### src/rtl/trap_pkg.sv
package trap_pkg;
    localparam logic [1:0] PRIV_U = 2'd0;
    localparam logic [1:0] PRIV_S = 2'd1;
    localparam logic [1:0] PRIV_M = 2'd3;

    localparam int unsigned CODE_ECALL   = 8;
    localparam int unsigned CODE_IPF     = 12;
    localparam int unsigned CODE_LPF     = 13;
    localparam int unsigned CODE_SPF     = 15;
    localparam int unsigned CODE_IAF     = 1;
    localparam int unsigned CODE_LAF     = 5;
    localparam int unsigned CODE_SAF     = 7;

    typedef enum logic [0:0] {
        ST_IDLE   = 1'b0,
        ST_COMMIT = 1'b1
    } fsm_t;

    typedef struct packed {
        logic       sie;
        logic       spie;
        logic       spp;
        logic       mie;
        logic       mpie;
        logic [1:0] mpp;
    } stat_t;
endpackage

### src/rtl/trap_cause_fix.sv
module trap_cause_fix
    import trap_pkg::*;
#(
    parameter int XLEN    = 32,
    parameter int CAUSE_W = 6
) (
    input  logic               raw_async,
    input  logic [CAUSE_W-1:0] raw_cause,
    input  logic               xf,
    input  logic [1:0]         xacc,
    input  logic               xon,
    input  logic [1:0]         priv,
    input  logic [XLEN-1:0]    addr,
    output logic               eff_async,
    output logic [CAUSE_W-1:0] eff_cause,
    output logic [XLEN-1:0]    tval
);
    logic [CAUSE_W-1:0] xcode;
    logic [CAUSE_W-1:0] pre;
    logic               addr_kind;

    // translation failure always reports as a synchronous fault
    always_comb begin
        unique case (xacc)
            2'd0:    xcode = xon ? CAUSE_W'(CODE_IPF) : CAUSE_W'(CODE_IAF);
            2'd1:    xcode = xon ? CAUSE_W'(CODE_LPF) : CAUSE_W'(CODE_LAF);
            default: xcode = xon ? CAUSE_W'(CODE_SPF) : CAUSE_W'(CODE_SAF);
        endcase
    end

    assign eff_async = raw_async & ~xf;
    assign pre       = xf ? xcode : raw_cause;

    always_comb begin
        eff_cause = pre;
        if (!eff_async && pre == CAUSE_W'(CODE_ECALL))
            eff_cause = CAUSE_W'(CODE_ECALL) + CAUSE_W'(priv);
    end

    always_comb begin
        unique case (int'(eff_cause))
            0, 1, 4, 5, 6, 7, 12, 13, 15: addr_kind = 1'b1;
            default:                      addr_kind = 1'b0;
        endcase
    end

    assign tval = (!eff_async && addr_kind) ? addr : '0;
endmodule

### src/rtl/trap_route.sv
module trap_route
    import trap_pkg::*;
#(
    parameter int XLEN    = 32,
    parameter int CAUSE_W = 6
) (
    input  logic               is_async,
    input  logic [CAUSE_W-1:0] cause,
    input  logic [1:0]         priv,
    input  logic [XLEN-1:0]    ideleg,
    input  logic [XLEN-1:0]    edeleg,
    output logic               to_s
);
    localparam int IDX_W = $clog2(XLEN);

    logic [XLEN-1:0] mask;
    logic            in_range;
    logic            bit_set;

    assign mask     = is_async ? ideleg : edeleg;
    assign in_range = int'(cause) < XLEN;
    assign bit_set  = in_range && mask[cause[IDX_W-1:0]];
    assign to_s     = (priv <= PRIV_S) && bit_set;
endmodule

### src/rtl/trap_vec.sv
module trap_vec #(
    parameter int XLEN    = 32,
    parameter int CAUSE_W = 6
) (
    input  logic               to_s,
    input  logic               is_async,
    input  logic [CAUSE_W-1:0] cause,
    input  logic [XLEN-1:0]    mtvec,
    input  logic [XLEN-1:0]    stvec,
    output logic [XLEN-1:0]    next_pc
);
    logic [XLEN-1:0] tv;
    logic [XLEN-1:0] base;
    logic [XLEN-1:0] offs;

    assign tv   = to_s ? stvec : mtvec;
    assign base = {tv[XLEN-1:2], 2'b00};
    assign offs = (is_async && tv[1:0] == 2'b01) ? XLEN'({cause, 2'b00}) : '0;
    assign next_pc = base + offs;
endmodule

### src/rtl/trap_entry.sv
module trap_entry
    import trap_pkg::*;
#(
    parameter int XLEN    = 32,
    parameter int CAUSE_W = 6
) (
    input  logic               clk,
    input  logic               rst_n,
    input  logic               trap_valid,
    input  logic               trap_async,
    input  logic [CAUSE_W-1:0] trap_cause,
    input  logic               xlate_fail,
    input  logic [1:0]         xlate_acc,
    input  logic               xlate_on,
    input  logic [XLEN-1:0]    fault_addr,
    input  logic [XLEN-1:0]    cur_pc,
    input  logic [1:0]         cur_priv,
    input  logic [XLEN-1:0]    ideleg,
    input  logic [XLEN-1:0]    edeleg,
    input  logic               st_sie,
    input  logic               st_spie,
    input  logic               st_spp,
    input  logic               st_mie,
    input  logic               st_mpie,
    input  logic [1:0]         st_mpp,
    input  logic [XLEN-1:0]    mtvec,
    input  logic [XLEN-1:0]    stvec,
    output logic               out_valid,
    output logic               out_to_s,
    output logic [1:0]         out_priv,
    output logic               out_sie,
    output logic               out_spie,
    output logic               out_spp,
    output logic               out_mie,
    output logic               out_mpie,
    output logic [1:0]         out_mpp,
    output logic [XLEN-1:0]    out_cause,
    output logic [XLEN-1:0]    out_epc,
    output logic [XLEN-1:0]    out_tval,
    output logic [XLEN-1:0]    out_pc
);
    localparam int PAD_W = XLEN - 1 - CAUSE_W;

    fsm_t               state, state_nx;
    logic               e_async;
    logic [CAUSE_W-1:0] e_cause;
    logic [XLEN-1:0]    e_tval;
    logic               e_to_s;
    logic [XLEN-1:0]    e_pc;
    stat_t              st_in, st_new, st_q;

    trap_cause_fix #(.XLEN(XLEN), .CAUSE_W(CAUSE_W)) u_fix (
        .raw_async (trap_async),
        .raw_cause (trap_cause),
        .xf        (xlate_fail),
        .xacc      (xlate_acc),
        .xon       (xlate_on),
        .priv      (cur_priv),
        .addr      (fault_addr),
        .eff_async (e_async),
        .eff_cause (e_cause),
        .tval      (e_tval)
    );

    trap_route #(.XLEN(XLEN), .CAUSE_W(CAUSE_W)) u_route (
        .is_async (e_async),
        .cause    (e_cause),
        .priv     (cur_priv),
        .ideleg   (ideleg),
        .edeleg   (edeleg),
        .to_s     (e_to_s)
    );

    trap_vec #(.XLEN(XLEN), .CAUSE_W(CAUSE_W)) u_vec (
        .to_s     (e_to_s),
        .is_async (e_async),
        .cause    (e_cause),
        .mtvec    (mtvec),
        .stvec    (stvec),
        .next_pc  (e_pc)
    );

    assign st_in = '{sie: st_sie, spie: st_spie, spp: st_spp,
                     mie: st_mie, mpie: st_mpie, mpp: st_mpp};

    always_comb begin
        st_new = st_in;
        if (e_to_s) begin
            st_new.spie = st_in.sie;
            st_new.spp  = cur_priv[0];
            st_new.sie  = 1'b0;
        end else begin
            st_new.mpie = st_in.mie;
            st_new.mpp  = cur_priv;
            st_new.mie  = 1'b0;
        end
    end

    // next-state logic: GO_COMMIT, STAY_COMMIT, GO_IDLE, HOLD_IDLE
    always_comb begin
        unique case (state)
            ST_IDLE:   state_nx = trap_valid ? ST_COMMIT : ST_IDLE;
            ST_COMMIT: state_nx = trap_valid ? ST_COMMIT : ST_IDLE;
            default:   state_nx = ST_IDLE;
        endcase
    end

    always_ff @(posedge clk or negedge rst_n) begin
        if (!rst_n) state <= ST_IDLE;
        else        state <= state_nx;
    end

    always_ff @(posedge clk or negedge rst_n) begin
        if (!rst_n) begin
            out_to_s  <= 1'b0;
            out_priv  <= 2'd0;
            st_q      <= '0;
            out_cause <= '0;
            out_epc   <= '0;
            out_tval  <= '0;
            out_pc    <= '0;
        end else if (trap_valid) begin
            out_to_s  <= e_to_s;
            out_priv  <= e_to_s ? PRIV_S : PRIV_M;
            st_q      <= st_new;
            out_cause <= {e_async, {PAD_W{1'b0}}, e_cause};
            out_epc   <= cur_pc;
            out_tval  <= e_tval;
            out_pc    <= e_pc;
        end
    end

    assign out_valid = (state == ST_COMMIT);
    assign out_sie   = st_q.sie;
    assign out_spie  = st_q.spie;
    assign out_spp   = st_q.spp;
    assign out_mie   = st_q.mie;
    assign out_mpie  = st_q.mpie;
    assign out_mpp   = st_q.mpp;

    AST_ONE_CYCLE: assert property (@(posedge clk) disable iff (!rst_n)
        trap_valid |=> out_valid) else $error("one-cycle commit");
    AST_NO_SPURIOUS: assert property (@(posedge clk) disable iff (!rst_n)
        !trap_valid |=> !out_valid) else $error("spurious valid");
    AST_HIGH_PRIV_M: assert property (@(posedge clk) disable iff (!rst_n)
        trap_valid && cur_priv > PRIV_S |=> !out_to_s && out_priv == PRIV_M)
        else $error("high priv delegated");
    AST_WIDE_CAUSE_M: assert property (@(posedge clk) disable iff (!rst_n)
        trap_valid && !xlate_fail && int'(trap_cause) >= XLEN |=> !out_to_s)
        else $error("wide cause delegated");
    AST_IE_CLEAR: assert property (@(posedge clk) disable iff (!rst_n)
        trap_valid |=> (out_to_s ? !out_sie : !out_mie))
        else $error("interrupt enable kept");
    AST_CAUSE_MSB: assert property (@(posedge clk) disable iff (!rst_n)
        trap_valid |=> out_cause[XLEN-1] == $past(trap_async && !xlate_fail))
        else $error("cause msb");
    AST_SYNC_ALIGN: assert property (@(posedge clk) disable iff (!rst_n)
        trap_valid && (!trap_async || xlate_fail) |=> out_pc[1:0] == 2'b00)
        else $error("sync pc unaligned");
    AST_ECALL_MAP: assert property (@(posedge clk) disable iff (!rst_n)
        trap_valid && !trap_async && !xlate_fail && trap_cause == CAUSE_W'(8)
        |=> out_cause[CAUSE_W-1:0] == CAUSE_W'(8) + CAUSE_W'($past(cur_priv)))
        else $error("ecall remap");
    AST_XLATE_TVAL: assert property (@(posedge clk) disable iff (!rst_n)
        trap_valid && xlate_fail |=> out_tval == $past(fault_addr))
        else $error("xlate tval");
endmodule

### config.mk
export PLATFORM = sky130hd
export DESIGN_NAME = trap_entry
export DESIGN_NICKNAME = d
export VERILOG_FILES = /design/src/rtl/trap_pkg.sv /design/src/rtl/trap_cause_fix.sv /design/src/rtl/trap_route.sv /design/src/rtl/trap_vec.sv /design/src/rtl/trap_entry.sv
export SDC_FILE = /design/constraint.sdc
export NUM_CORES = 1
export LEC_CHECK = 0
export ABC_AREA = 1
export BUFFER_PORTS_ARGS = -buffer_cell sky130_fd_sc_hd__buf_2
export CORE_AREA = 4 4 135 137
export DETAILED_ROUTE_END_ITERATION = 7
export DIE_AREA = 0 0 139 141
export PLACE_DENSITY = 0.83
export SYNTH_ARGS = -nofsm -noshare
export SYNTH_HDL_FRONTEND = slang
export SYNTH_SLANG_ARGS = --single-unit
### constraint.sdc
create_clock -name clk -period 1.01 [get_ports clk]
set_clock_uncertainty 0.2 [all_clocks]
set_input_delay 0.202 -clock clk [delete_from_list [all_inputs] [get_ports clk]]
set_output_delay 0.202 -clock clk [all_outputs]
set_load 0.005 [all_outputs]
======== Word-level counts from Yosys, hierarchy flattened ========
Memories as Yosys holds them, arrays and structs flattened.
Cells that the tools add are included.
word-level totals
  memories ................................ 1
  register bits after elaboration ......... 114
  latch bits .............................. 0
  memory bits (writable) .................. 0
  ROM bits ................................ 16
memory list
  memory            depth  bits a word  rd ports  clocked after memory_dff  write ports  line                  RTL
  (name not given)  16     1            1         0                         0            trap_cause_fix.sv:41  unique case (int'(eff_cause))
cells by class
  reductions and logical operators ........ 8
  equality and inequality tests ........... 3
  order comparisons ....................... 3
  $mul .................................... 0
  div/mod/pow operators ................... 0
  shift-type cells ........................ 0
  bitwise operators ....................... 2
  add/sub/neg operators ................... 2
  muxes and demuxes ....................... 17
operators with widths
  operator             count
  $mux 32              3
  $add 32x32->32       1
  $mux 4               4
  $mux 6               2
  $pmux 6 s2           1
  $mux 8               1
  $eq 6x4->1 const B   1
  $lt 5x6->1 const B   1
  $lt 6x6->1 const B   1
  $add 4x2->5 const A  1
  $bmux 1 s5           1
  $logic_and 1x1->1    5
  $eq 2x1->1 const B   2
  $logic_not 2->1      2
  $mux 1               3
  $mux 3               1
  $le 2x1->1 const B   1
  $mux 2               1
  $and 1x1->1          1
  $logic_not 1->1      1
  $not 1->1            1

======== Depth between registers and ports, before layout ========
  depth after elaboration ................. 15
  depth in mapped cells ................... 37

======== By module ========
Synthesis repeated with hierarchy kept, for this count alone.
unflattened totals
  cells, all modules ...................... 1164
  area total of the unflattened synthesis .. 7693.6 um2
modules (own cells, without submodules)
  module          times used  area an instance (um2)  cells each
  trap_entry      1           4536.9                  508
  trap_vec        1           1903.1                  395
  trap_route      1           777.0                   153
  trap_cause_fix  1           476.7                   108

======== Least setup slack after synthesis ========
No wires, ideal clock.
  kind .................................... input -> register
  from .................................... input xlate_fail
  to ...................................... register out_pc[30]
  arrival ................................. 4.349 ns
  stages .................................. 35
  library setup time ...................... 0.117 ns
  setup slack ............................. -3.656 ns
  path buffers ............................ 3
  cells stage by stage .................... inv_2 > nand2_1 > nand2_1 > nand2_1 > nor2_2 > nand3_2 > nand2_2 > inv_2 > buf_6 > nand3_1 > nand3_1 > nand3_1 > nand2_1 > nand2_4 > nand3_4 > buf_6 > buf_6 > o21ai_0 > nand3_1 > nor2_1 > ha_1 > inv_1 > fa_1 > o31ai_1 > inv_1 > nor2_1 > nor2_1 > o21bai_1 > nand3_1 > nor2_2 > nand3_1 > nor2_2 > nand3_1 > nand3_1 > nand2_1
between the ends
  longest elaborated chain between the ends .. 14
ends and longest elaborated chain
  item                                                              line               RTL
  start, declared                                                   trap_entry.sv:12   input logic xlate_fail,
  parallel branches: the longest is 13 deep, another holds $mux 32  n/a
  $add 32x32->32 *                                                  trap_vec.sv:19     assign next_pc = base + offs;
  end signal, assigned                                              trap_entry.sv:129  out_pc <= e_pc;
  end, declared                                                     trap_entry.sv:40   output logic [XLEN-1:0] out_pc
Every way passes the cells marked *. The select of a mux whose other input is x is not followed.
A chain may end at the register's enable or synchronous reset.

======== Final worst setup path ========
  from .................................... input xlate_on
  to ...................................... register out_pc[31]
between the ends
  longest elaborated chain between the ends .. 15
ends and longest elaborated chain
  item                          line                                                              RTL
  start, declared               trap_entry.sv:14                                                  input logic xlate_on,
  $mux 4 (on tied branches)     trap_cause_fix.sv:25, trap_cause_fix.sv:26, trap_cause_fix.sv:27
  $pmux 6 s2 *                  trap_cause_fix.sv:24                                              unique case (xacc)
  $mux 6 *                      trap_cause_fix.sv:32                                              assign pre = xf ? xcode : raw_cause;
  $eq 6x4->1                    trap_cause_fix.sv:36                                              if (!eff_async && pre == CAUSE_W'(CODE_ECALL))
  $logic_and 1x1->1             trap_cause_fix.sv:36
  $mux 6 *                      trap_cause_fix.sv:36
  $bmux 1 s5                    trap_route.sv:22                                                  assign bit_set = in_range && mask[cause[IDX_W-1:0]];
  $mux 1 (implied by the code)  trap_route.sv:22
  $logic_and 1x1->1             trap_route.sv:22
  $logic_and 1x1->1             trap_route.sv:23                                                  assign to_s = (priv <= PRIV_S) && bit_set;
  $mux 32                       trap_vec.sv:16                                                    assign tv = to_s ? stvec : mtvec;
  $eq 2x1->1                    trap_vec.sv:18                                                    assign offs = (is_async && tv[1:0] == 2'b01) ? XLEN'({cause, 2'b00}) : '0;
  $logic_and 1x1->1             trap_vec.sv:18
  $mux 8                        trap_vec.sv:18
  $add 32x32->32 *              trap_vec.sv:19
Mark *: on every way between the ends. The rest lies on a longest branch, timed or not. The select of a mux whose other input is x is not followed.

==> impl_metrics.ini <==
[cts]
htree_levels = 3
clkTransAtPathRegs_ns = 0.08
root_buffer = clkbuf_16
cts_tree = yes
cts_hold_buf = 72
clock_sinks = 112
cts_max_path_buffers = 2
cts_made_buffers = 9
worstSkewPairLatency_ns = 0.35

[outcome]
run_status = finished with violations
violations = negative hold slack, negative setup slack

[detailed_routing]
vias = 9060
antenna_left = 0
drtIter0Drc = 570
wl_per_cell_um = 17.29
dr.pass1.iters = 5
wirelength_um = 30810
drcViolationCount = 0
viasPerCell = 5.084

[finish]
finalNonFillerCells = 1782
drive_gt1_share_pct = 43.42
fin_area_sq_um = 12070
utilization_pct = 70.76
n_antenna_cell = 0
synthToLayoutAreaGrowth_pct = 73.15
nNetsFinal = 1774

[power_and_ir_drop]
clkPwrFrac_pct = 25.4
intPower_mw = 9.283
seqPwrFrac_pct = 37.5
ir_worst_vdd_uv = 851.3
powerDensity_nw_per_um2 = 1159
sw_frac_of_total_pct = 33.64
power.switching_mw = 4.706
p_leak_nw = 6.702
p_comb_share_pct = 37.1

[floorplan]
rows = 48
die_y_um = 141
initial_core_util_pct = 40.87
ioPinCount = 354
die_x_um = 139
core_sq_um = 17060
die_area_sq_um = 19600

[synthesis]
synth.avg_cell_area_sq_um = 7.055
ys_seq_area_share_pct = 40.21
netlist_area_sq_um = 6970
synth_top_family_by_area = simple AND/OR/NAND/NOR gates
syn_inst = 988
synth-compound-area-share_pct = 7.162
synth-simple-area-share_pct = 35.81
synth.area.mux_share_pct = 3.446
synth_xor_area_share_pct = 1.131
synth.distinct_cells = 37
ys_seq_elements = 112
synthAdderAreaFrac_pct = 1.364
yosysWarnings = 0

[worst_setup_path]
start_kind = input pin
path_common_cell = nand3_1
end_kind = flip-flop
crit_required_ns = 1.05
crit_type = in2reg
critPathMaxFanout = 8
slowest_stage = ha_4
worstPathArrival_ns = 4.35
critical-path-max-stage-delay_ns = 0.28
ff2ff_setup_slack_ns = -0.10

[timing]
worst_slack_ns = -3.294
finalSetupViolCount = 187
period_share_pct = 426.1
hold_viol_final = 2
fin_crit_ns = 4.304
tns_ns = -164.63
max_freq_mhz = 232.4
rsz0062_at_grt = yes
whs_ns = -0.07647
slew_viol_final = 0

[global_route]
grt_start_max_net_pins = 45
grt_pass1_wl_um = 45210
met3_usage_pct = 3.901
grtUsageMet2_pct = 51.24
globalRouteTotalUtil_pct = 28.50
grt_overflow_total = 0
antenna_found_initial = 0
grt_pass1_vias = 8738
grt.busiest_layer = met2
met1_usage_pct = 33.51

[min_path]
hp-class = in2reg

[run]
cap_violations = 0

[placement]
dp_cells = 1605
gp_congestion = 0.9590
place_area_sq_um = 9686
dp_hpwl_um = 19630
io_buffers = 326
==> synth_stat cells (all sizes together) <==
cell	instances	area [sq um]
o21bai	3	22.52
a21oi	6	30.03
nand3b	2	15.01
o21a	1	7.510
xnor2	1	8.760
mux2i	24	240.2
fa	1	20.02
nor2	61	276.5
dfrtp	112	2803
nand4	23	143.9
or2	3	18.77
inv	89	334.1
o21ai	72	367.9
o211ai	4	30.03
nor3	2	10.01
a31oi	3	18.77
xor2	8	70.07
o31ai	3	22.52
clkinv	1	3.750
clkbuf	21	78.83
nand2	422	1642
conb	1	3.750
ha	6	75.07
nand3	72	390.4
buf	47	337.8
==> state kept, by name, summed over array words and instances (netlist names) <==
signal	flops
out_mpie	1
out_sie	1
out_pc	30
out_to_s	1
out_mpp	2
out_mie	1
out_valid	1
out_epc	32
out_spie	1
out_spp	1
out_tval	32
out_cause	7
out_priv	2
==> cell type report <==
class / instances / area (sq um)
Inverter: 90 / 369.1
Fill cell: 1225 / 4987
Clock buffer: 10 / 239.0
Sequential cell: 112 / 2803
Multi-Input combinational cell: 747 / 4125
Tap cell: 225 / 281.5
Clock inverter: 6 / 58.81
Timing Repair Buffer: 591 / 4182
Timing Repair inverter: 1 / 11.26
==> critical path, delay by kind of cell <==
family	cells	cell delay [ns]
AOI/OAI and AO/OA	5	0.67
buffers and inverters	7	0.67
adders and majority gates	1	0.28
and+or+nand+nor	22	2.52
==> cells by family after synthesis <==
group | after synthesis
xor gates and xnor gates | 9
adders and majority gates | 7
DFF | 112
muxes | 24
other | 1
buffers and inverters | 158
AOI/OAI and AO/OA | 92
and+or+nand+nor | 585
==> power by group through the flow <==
stage	Sequential [mW]	Clock (mW)	Combinational, mW
after floorplan	5.32	0	1.89
after global placement	5.28	0	3.79
after detailed placement	5.30	0	3.86
after CTS	5.22	3.61	4.50
after global routing	5.29	3.81	5.60
final	5.25	3.55	5.18
==> per-stage QoR <==
stage | setup WS (ns) | power [mW]
global placement | -3.651 | 9.074
global route | -3.531 | 14.71
finish | -3.294 | 13.99
detailed placement | -3.824 | 9.159
floorplan | -3.398 | 7.202
CTS | -3.079 | 13.33
==> placed cells by master (no fill, tap or decap), types with 15 or more instances in the layout <==
| cell | instances |
|---|---|
| nand3_2 | 20 |
| buf_12 | 15 |
| nand2_4 | 16 |
| o21ai_1 | 50 |
| nand4_1 | 23 |
| dfrtp_1 | 112 |
| nand3_1 | 44 |
| buf_6 | 24 |
| nor2_1 | 37 |
| buf_4 | 168 |
| inv_1 | 73 |
| buf_2 | 310 |
| nand2_1 | 387 |
| nor2_4 | 17 |
| mux2i_1 | 23 |
| nand2_2 | 19 |
| dlygate4sd3_1 | 71 |
| conb_1 | 27 |
==> routing by layer <==
metal | vias to the layer above | share of wire, %
li1 | 4212 | -
met1 | 4232 | 37
met2 | 487 | 50
met3 | 129 | 7.1
met4 | 0 | 5.9
met5 | - | 0
==> path summary, 6_finish.rpt <==
path / depth (start not counted) / end / from
worst min register to register: 2 / out_epc[15] / out_epc[15]
worst max register to register: 3 / out_tval[9] / out_tval[9]
worst min-delay path: 3 / out_mpp[1] / st_mpp[1]
max in group asynchronous: 3 / out_epc[17] / rst_n
worst max-delay path: 35 / out_pc[31] / xlate_on
min in group asynchronous: 2 / out_epc[6] / rst_n
==> repair_timing <==
action                                  CTS  global route
gates resized for setup                 129            63
endpoints found under the hold margin   183             1
setup buffers                            23            63
pin swaps                                48            46
endpoints found under the setup margin  186           217
gates cloned                              6             1
Power figures use the tool's default switching activity.
